===== src/rtl/icu_pkg.sv =====
package icu_pkg;
  localparam int unsigned OFS_W = 12;
  localparam logic [OFS_W-1:0] STAT_OFS = 12'h070;
  localparam logic [OFS_W-1:0] MASK_OFS = 12'h074;

  typedef enum logic {
    ACC_16 = 1'b0,
    ACC_32 = 1'b1
  } acc_size_e;

  typedef struct packed {
    logic stat_wr;
    logic mask_wr;
    logic stat_rd;
    logic mask_rd;
  } reg_hit_t;
endpackage


===== src/rtl/icu_decode.sv =====
module icu_decode
  import icu_pkg::*;
#(
  parameter int unsigned ADDR_W = 12
) (
  input  logic              valid,
  input  logic              write,
  input  logic              size,
  input  logic [ADDR_W-1:0] addr,
  output reg_hit_t          hit
);
  logic at_stat, at_mask;

  // Both sizes hit only at the aligned word offset; a 16-bit access
  // there covers the low half, which holds every implemented bit.
  assign at_stat = (addr == ADDR_W'(STAT_OFS)) &&
                   (size == ACC_32 || size == ACC_16);
  assign at_mask = (addr == ADDR_W'(MASK_OFS));

  always_comb begin
    hit = '0;
    if (valid) begin
      hit.stat_wr = write  && at_stat;
      hit.mask_wr = write  && at_mask;
      hit.stat_rd = !write && at_stat;
      hit.mask_rd = !write && at_mask;
    end
  end

  always_comb begin
    a_r8_onehot_hit: assert ($onehot0(hit));
  end
endmodule


===== src/rtl/icu_status.sv =====
module icu_status #(
  parameter int unsigned NUM_SRC = 11,
  parameter int unsigned SER_BIT = 7,
  parameter int unsigned SND_BIT = 9
) (
  input  logic               clk,
  input  logic               rst_n,
  input  logic               wr,
  input  logic [NUM_SRC-1:0] wdata,
  input  logic [NUM_SRC-1:0] mask,
  input  logic [NUM_SRC-1:0] pulse,
  input  logic               lvl_ser,
  input  logic               lvl_snd,
  output logic [NUM_SRC-1:0] status
);
  logic [NUM_SRC-1:0] lvl_vec, status_q, status_d;

  for (genvar i = 0; i < NUM_SRC; i++) begin : g_lvl
    if (i == SER_BIT) begin : g_ser
      assign lvl_vec[i] = lvl_ser;
    end else if (i == SND_BIT) begin : g_snd
      assign lvl_vec[i] = lvl_snd;
    end else begin : g_none
      assign lvl_vec[i] = 1'b0;
    end
  end

  always_comb begin
    status_d = status_q;
    if (wr) status_d = (status_q | lvl_vec) & mask & wdata;
    status_d = status_d | pulse;
  end

  always_ff @(posedge clk) begin
    if (!rst_n) status_q <= '0;
    else        status_q <= status_d;
  end

  assign status = status_q;

  // with no write and no pulse the pending bits stay put
  a_r2_hold: assert property (@(posedge clk) disable iff (!rst_n)
    (!wr && pulse == '0) |=> $stable(status_q));
  // a pulse always lands, even against an acknowledge
  a_r5_pulse_wins: assert property (@(posedge clk) disable iff (!rst_n)
    (pulse != '0) |=> ((status_q & $past(pulse)) == $past(pulse)));
  // after a write nothing survives outside mask AND data, except new pulses
  a_r3_ack_gate: assert property (@(posedge clk) disable iff (!rst_n)
    wr |=> ((status_q & ~$past(pulse) & ~($past(mask) & $past(wdata))) == '0));
endmodule


===== src/rtl/icu_mask.sv =====
module icu_mask #(
  parameter int unsigned NUM_SRC = 11
) (
  input  logic               clk,
  input  logic               rst_n,
  input  logic               wr,
  input  logic [NUM_SRC-1:0] wdata,
  output logic [NUM_SRC-1:0] mask
);
  always_ff @(posedge clk) begin
    if (!rst_n)  mask <= '0;
    else if (wr) mask <= wdata;
  end

  // a mask write loads exactly the written bits
  a_r6_mask_load: assert property (@(posedge clk) disable iff (!rst_n)
    wr |=> (mask == $past(wdata)));
  // without a write the mask never moves
  a_r8_mask_hold: assert property (@(posedge clk) disable iff (!rst_n)
    !wr |=> $stable(mask));
endmodule


===== src/rtl/irq_stat_mask_ctrl.sv =====
module irq_stat_mask_ctrl
  import icu_pkg::*;
#(
  parameter int unsigned NUM_SRC = 11,
  parameter int unsigned SER_BIT = 7,
  parameter int unsigned SND_BIT = 9,
  parameter int unsigned ADDR_W  = 12,
  parameter int unsigned DATA_W  = 32
) (
  input  logic               clk,
  input  logic               rst_n,
  input  logic               req_valid,
  output logic               req_ready,
  input  logic               req_write,
  input  logic               req_size,
  input  logic [ADDR_W-1:0]  req_addr,
  input  logic [DATA_W-1:0]  req_wdata,
  output logic               rsp_valid,
  output logic [DATA_W-1:0]  rsp_data,
  input  logic [NUM_SRC-1:0] src_pulse,
  input  logic               lvl_serial,
  input  logic               lvl_sound,
  output logic               irq_out
);
  localparam int unsigned PAD_W = DATA_W - NUM_SRC;

  reg_hit_t           hit;
  logic [NUM_SRC-1:0] status, mask, wbits, rd_bits;
  logic               unused_hi;

  assign req_ready = 1'b1;
  assign wbits     = req_wdata[NUM_SRC-1:0];
  assign unused_hi = ^req_wdata[DATA_W-1:NUM_SRC];

  icu_decode #(.ADDR_W(ADDR_W)) u_dec (
    .valid(req_valid), .write(req_write), .size(req_size),
    .addr(req_addr), .hit(hit)
  );

  icu_status #(.NUM_SRC(NUM_SRC), .SER_BIT(SER_BIT), .SND_BIT(SND_BIT)) u_stat (
    .clk(clk), .rst_n(rst_n), .wr(hit.stat_wr), .wdata(wbits), .mask(mask),
    .pulse(src_pulse), .lvl_ser(lvl_serial), .lvl_snd(lvl_sound),
    .status(status)
  );

  icu_mask #(.NUM_SRC(NUM_SRC)) u_mask (
    .clk(clk), .rst_n(rst_n), .wr(hit.mask_wr), .wdata(wbits), .mask(mask)
  );

  always_comb begin
    rd_bits = '0;
    if (hit.stat_rd) rd_bits = status;
    if (hit.mask_rd) rd_bits = mask;
  end

  always_ff @(posedge clk) begin
    if (!rst_n) begin
      rsp_valid <= 1'b0;
      rsp_data  <= '0;
    end else begin
      rsp_valid <= req_valid && !req_write;
      rsp_data  <= {{PAD_W{1'b0}}, rd_bits};
    end
  end

  assign irq_out = |(status & mask);

  // a mask write that overlaps pending status raises the line next cycle
  a_r6_irq_after_mask: assert property (@(posedge clk) disable iff (!rst_n)
    (hit.mask_wr && ((status & wbits) != '0)) |=> irq_out);
  // every accepted read is answered one cycle later
  a_r7_rsp_follows: assert property (@(posedge clk) disable iff (!rst_n)
    (req_valid && !req_write) |=> rsp_valid);
  // the unimplemented upper bits are always zero
  a_r7_hi_zero: assert property (@(posedge clk) disable iff (!rst_n)
    rsp_valid |-> (rsp_data[DATA_W-1:NUM_SRC] == '0));
  // never back-pressure
  a_r9_ready: assert property (@(posedge clk) disable iff (!rst_n) req_ready);
endmodule


===== config.mk =====
export PLATFORM = sky130hd
export DESIGN_NAME = irq_stat_mask_ctrl
export DESIGN_NICKNAME = d
export VERILOG_FILES = /design/src/rtl/icu_pkg.sv /design/src/rtl/icu_decode.sv /design/src/rtl/icu_status.sv /design/src/rtl/icu_mask.sv /design/src/rtl/irq_stat_mask_ctrl.sv
export SDC_FILE = /design/constraint.sdc
export NUM_CORES = 1
export LEC_CHECK = 0
export BUFFER_PORTS_ARGS = -buffer_cell sky130_fd_sc_hd__clkbuf_2
export CORE_ASPECT_RATIO = 0.6
export CORE_MARGIN = 4
export CORE_UTILIZATION = 30
export DETAILED_ROUTE_END_ITERATION = 8
export GPL_TIMING_DRIVEN = 1
export PLACE_DENSITY_LB_ADDON = 0.08
export SETUP_SLACK_MARGIN = 0.15
export SLEW_MARGIN = 5
export SYNTH_ARGS = -nofsm -noshare
export SYNTH_HDL_FRONTEND = slang
export SYNTH_HIERARCHICAL = 1
export SYNTH_SLANG_ARGS = --single-unit

===== constraint.sdc =====
create_clock -name clk -period 2.44 [get_ports clk]
set_input_delay 0.244 -clock clk [delete_from_list [all_inputs] [get_ports clk]]
set_output_delay 0.244 -clock clk [all_outputs]
set_load 0.02 [all_outputs]

==> impl_metrics.tcl, run 1 <==
set metrics [dict create \
    status "completed" \
    start_util 0.319 \
    synthTopCellsByArea "dfxtp_1 41%, buf_4 9.9%, nor2b_1 7.9%" \
    drc 0 \
    core_area_um2 5200 \
    synth_top_family_by_area "simple AND/OR/NAND/NOR gates" \
    crit_type "register to primary output" \
    start_kind "register" \
    grt-ovfl-total 0 \
    die-area_um2 6830 \
    die_w_um 104 \
    antenna_found_initial 0 \
    place_ws_ns 0.485 \
    routed_wl_mm 3.90 \
    yosysWarningCount 6 \
    layout-drive-gt1-share 0.305 \
    period_needed_ns 1.69 \
    layout.nets 294 \
    post_dp_cell_area_um2 1900 \
    slew_headroom 0.534 \
    vias 1339 \
    gr-usage-all-layers 0.119 \
    worst_pin_slew_ns 0.699 \
    fin_ws_ns 0.746 \
    synth-xor-area-share 0 \
    endpoint_kind "primary output" \
    hold_ws_ns 0.160 \
    yosys.cell_types.count 31 \
    cts_tree "yes" \
    vdd_ir_drop_max_uv 183 \
    synth-seq-area-share 0.410 \
    totalPowerFinal_mw 1.12 \
    portBuffers 52 \
    rows 20 \
    routed_via_density 4.48 \
    p_leak_nw 0.835 \
    io_pins 97 \
    post-route-period-util 0.694 \
    gp_congestion 0.687 \
    cts_sinks 34 \
    synth-seq-cells 34 \
    design_area_um2 1990 \
    clock-skew-final_ns 0.00279 \
    rsz0062_at_grt "no" \
    synth_area_um2 1660 \
    worst_ep_required_time_ns 2.20 \
    path_cells "a22o_1, a221oi_2, and3_1, nand2_1, clkbuf_2" \
    clock_path_buffers 2 \
    syn2layout_area_growth_pct 19.9 \
    ctsResizeCount 0 \
    final-max-slew-violation-count 0 \
    synth-compound-area-share 0.168 \
    cp.arrival_ns 1.45 \
    dp_hpwl_mm 2.85 \
    synth-simple-area-share 0.207 \
    cts_setup_buffers 0 \
    p_per_area_nw_per_um2 565 \
    final_cell_mix "52 x clkbuf_2, 34 x dfxtp_1, 25 x nand2_1, 22 x conb_1, 21 x nor2b_1" \
    fmax_ghz 0.590 \
    hold_buffers 0 \
    synth.mux.area_fraction 0.0663 \
    synthAdderAreaFrac 0 \
    syn_area_per_cell_um2 9.28 \
    setup_viol 0 \
    grt_max_degree 43 \
    clk_pin_slew_ns 0.07 \
    ant_nets 0 \
    finalSetupTns_ns 0 \
    first_global_vias 1327 \
    grt_pass1_wl_mm 6.40 \
    slowest_delay_ns 0.35 \
    cts_buffers 5 \
    wire_per_inst_um 13.0 \
    hold_path_class "primary input to register" \
    first_pass_iters 4 \
    synth_top_area_share 0.410 \
    drtIter0Drc 53 \
    diodes 0 \
    critPathSlowestCell "dfxtp_1" \
    dieHeight_um 65.6 \
    worstSkewPairLatency_ns 0.28 \
    syn_inst 179 \
    clockRootBuffer "clkbuf_8" \
    layout_commonest_cell "clkbuf_2" \
    htree_num_levels 2 \
    crit_fanout 4 \
    yosys.area.top_type "dfxtp_1" \
    maxCapViolations 0 \
    hold_viol 0 \
]
==> cells in the mapped netlist <==
cell type / number
a221oi_2: 1
a211oi_1: 2
nor4_1: 3
nor2b_1: 21
nand4b_1: 2
a222oi_1: 1
a22oi_1: 11
buf_4: 22
a21boi_2: 2
inv_1: 3
a311oi_1: 2
clkbuf_1: 2
or4bb_1: 1
or3_1: 1
nand4_1: 1
a21boi_1: 7
nor4_2: 1
and3b_1: 1
mux2i_1: 11
o21ai_1: 9
and3_1: 1
o21ai_0: 2
or4_4: 1
buf_2: 2
nand3b_1: 1
and2_1: 2
nand2_1: 25
dfxtp_1: 34
a22o_1: 1
conb_1: 2
buf_6: 4
==> final timing paths <==
kind / from / end / slack, ns / depth (start not counted)
worst max register to register: u_mask/mask[7] / u_stat/status[7] / 1.64 / 2
worst min-delay path: src_pulse[2] / u_stat/status[2] / 0.16 / 3
worst max-delay path: u_mask/mask[4] / irq_out / 0.75 / 5
worst min register to register: u_stat/status[2] / u_stat/status[2] / 0.47 / 2
==> critical path, delay by kind of cell (launching register included) <==
kind	cells	cell delay [ns]
buffers and inverters	1	0.17
AND/OR/NAND/NOR	2	0.24
flip-flops	1	0.35
AO/OA/AOI/OAI	2	0.42
==> final cells by class <==
| type | instances | area, um^2 |
|---|---|---|
| clock buffer | 7 | 86.3 |
| clock inverter | 1 | 5.00 |
| fill | 546 | 3210 |
| inverter | 3 | 11.3 |
| multi-input combinational | 132 | 835 |
| sequential | 34 | 681 |
| tap | 66 | 82.6 |
| timing repair buffer | 56 | 290 |
==> stage by stage <==
step                utilization  instances
finish                    0.382        299
global route              0.382        299
CTS                       0.382        299
detailed placement        0.365        291
global placement          0.365        291
floorplan                     -        199
==> power breakdown <==
group          internal [mW]  total, mW  leakage, nW  switching (mW)
Combinational         0.0400      0.108        0.509          0.0679
Sequential             0.572      0.585        0.278          0.0133
Clock                  0.228      0.432       0.0482           0.204
==> cell families (layout without fill, tap and decap cells) <==
| kind of cell | Yosys count | count (layout) |
|---|---|---|
| flip-flops | 34 | 34 |
| multiplexers | 11 | 11 |
| AND/OR/NAND/NOR | 61 | 61 |
| AO/OA/AOI/OAI | 38 | 38 |
| other | 2 | 22 |
| buffers and inverters | 33 | 67 |
==> per-layer routing <==
layer | up-vias | track usage | part of all wire
met1 | 601 | 0.157 | 0.50
met4 | 0 | 0.0398 | 0.013
met2 | 50 | 0.177 | 0.41
met5 | - | 0 | 0
met3 | 7 | 0.0481 | 0.076
li1 | 681 | - | -
==> registers in the layout, indices dropped and copies added, names as in the netlist <==
| name | flops |
|---|---|
| rsp_valid | 1 |
| u_stat/status | 11 |
| u_mask/mask | 11 |
| rsp_data | 11 |
No activity file was read; power rests on OpenSTA's default activity.
==> inputs of run 2 (changes only) <==
==> constraint.sdc (replaced) <==
create_clock -name clk -period 1.6 [get_ports clk]
set_input_delay 0.16 -clock clk [delete_from_list [all_inputs] [get_ports clk]]
set_output_delay 0.16 -clock clk [all_outputs]
set_load 0.02 [all_outputs]
==> run 2 against run 1 <==
The run now ends with negative setup slack left. Via count rose by 3.1%. Clock power rose by 51%. Largest cell class unchanged. Sequential share of layout area fell by 3.9 points. Worst setup slack got worse by 0.81 ns.
==> impl_metrics.tcl, run 2 (same netlist as run 1, synthesis figures left out) <==
set metrics [dict create \
    cts_tree "yes" \
    antenna_found_initial 0 \
    worst_ep_required_time_ns 1.44 \
    fmax_ghz 0.601 \
    syn2layout_area_growth_pct 35.9 \
    htree_num_levels 2 \
    layout_commonest_cell "clkbuf_2" \
    p_leak_nw 0.967 \
    period_needed_ns 1.66 \
    diodes 0 \
    violations "negative setup slack" \
    grt_max_degree 30 \
    start_util 0.319 \
    gp_congestion 0.692 \
    p_clk_frac 0.376 \
    status "finished, violations left" \
    wire_per_inst_um 12.6 \
    gr-usage-all-layers 0.112 \
    die_w_um 104 \
    ant_nets 0 \
    dieHeight_um 65.6 \
    rsz0062_at_grt "yes" \
    p_per_area_nw_per_um2 769 \
    intPower_mw 1.30 \
    cts_buffers 5 \
    sequentialPowerShare 0.516 \
    drc 0 \
    layout.nets 307 \
    clock_path_buffers 2 \
    totalPowerFinal_mw 1.74 \
    final_cell_mix "50 x clkbuf_2, 31 x dfxtp_1, 23 x nand2_1, 22 x conb_1, 20 x nor2b_1" \
    hold_viol 0 \
    rows 20 \
    final-max-slew-violation-count 0 \
    first_global_vias 1288 \
    hold_buffers 0 \
    p_switching_uw 440 \
    cp.arrival_ns 1.50 \
    n_fill_cell 521 \
    drtIter0Drc 36 \
    place_inst 299 \
    setup_viol 1 \
    grt_pass1_wl_mm 6.04 \
    grt-ovfl-total 0 \
    worstSkewPairLatency_ns 0.28 \
    cts_sinks 34 \
    clock-skew-final_ns 0.00591 \
    vias 1380 \
    endpoint_kind "primary output" \
    swShare 0.253 \
    start_kind "register" \
    layout-drive-gt1-share 0.435 \
    reg2reg_slack_ns 0.80 \
    die-area_um2 6830 \
    instances_no_fill 312 \
    routed_wl_mm 3.92 \
    core_area_um2 5200 \
    multiInputGateArea_um2 957 \
    post-route-period-util 1.04 \
    vdd_ir_drop_max_uv 242 \
    hold_path_class "primary input to register" \
    io_pins 97 \
    first_pass_iters 4 \
    regArea_um2 684 \
    finalSetupTns_ns -0.0648 \
    dp_hpwl_mm 2.84 \
    portBuffers 52 \
    clk_pin_slew_ns 0.07 \
    crit_type "register to primary output" \
    combPwrFrac 0.108 \
    clockRootBuffer "clkbuf_8" \
    maxCapViolations 0 \
    fin_ws_ns -0.0648 \
    routed_via_density 4.42 \
    crit_fanout 2 \
]
## run 2: final timing paths
check / startpoint / cells past startpoint / endpoint
worst min register to register: u_stat/status[5] / 2 / u_stat/status[5]
worst max-delay path: u_stat/status[4] / 5 / irq_out
worst min-delay path: src_pulse[10] / 3 / u_stat/status[10]
worst max register to register: u_mask/mask[4] / 3 / rsp_data[4]
## run 2: metal layers
metal	track usage	share of wire	vias up
li1	-	-	713
met1	0.152	0.51	617
met2	0.167	0.42	46
met3	0.0373	0.064	4
met4	0.0398	0.0097	0
met5	0	0	-
## run 2: critical path: stages, from the launching register on
cell and delay [ns]:
dfxtp_2 0.32, a22o_1 0.23, a221oi_2 0.19, and3_1 0.22, nand2_1 0.08, clkbuf_8 0.17
## run 2: final cells by class
type	instances	share of cell area
Clock buffer	7	0.0382
Inverter	3	0.00499
Clock inverter	1	0.00222
Sequential cell	34	0.303
Multi-Input combinational cell	132	0.424
Timing Repair Buffer	69	0.191
Tap cell	66	0.0366
## run 2: power groups by stage
| stage | combinational (mW) | sequential, mW | clock, mW |
|---|---|---|---|
| global route | 0.206 | 0.898 | 0.706 |
| finish | 0.187 | 0.896 | 0.652 |
| global placement | 0.182 | 0.912 | 0 |
| floorplan | 0.149 | 0.907 | 0 |
| CTS | 0.185 | 0.893 | 0.671 |
| detailed placement | 0.181 | 0.912 | 0 |
## run 2: what timing repair did
action                                  in CTS  in global routing
gates cloned                                 0                  1
endpoints found under the hold margin        0                  0
buffers inserted                             2                  2
gates resized for setup                      5                 20
endpoints found under the setup margin       1                 10
pin swaps                                    2                  4
## run 2: per-stage QoR
| step | setup slack (ns) | area (um^2) | utilization | hold WS, ns |
|---|---|---|---|---|
| finish | -0.0648 | 2260 | 0.434 | 0.0776 |
| global route | -0.124 | 2260 | 0.434 | 0.0728 |
| CTS | -0.0782 | 2160 | 0.415 | 0.0715 |
| detailed placement | -0.129 | 2040 | 0.392 | 0.366 |
| global placement | -0.128 | 2040 | 0.392 | 0.364 |
| floorplan | 0.0813 | 1830 | - | 0.275 |
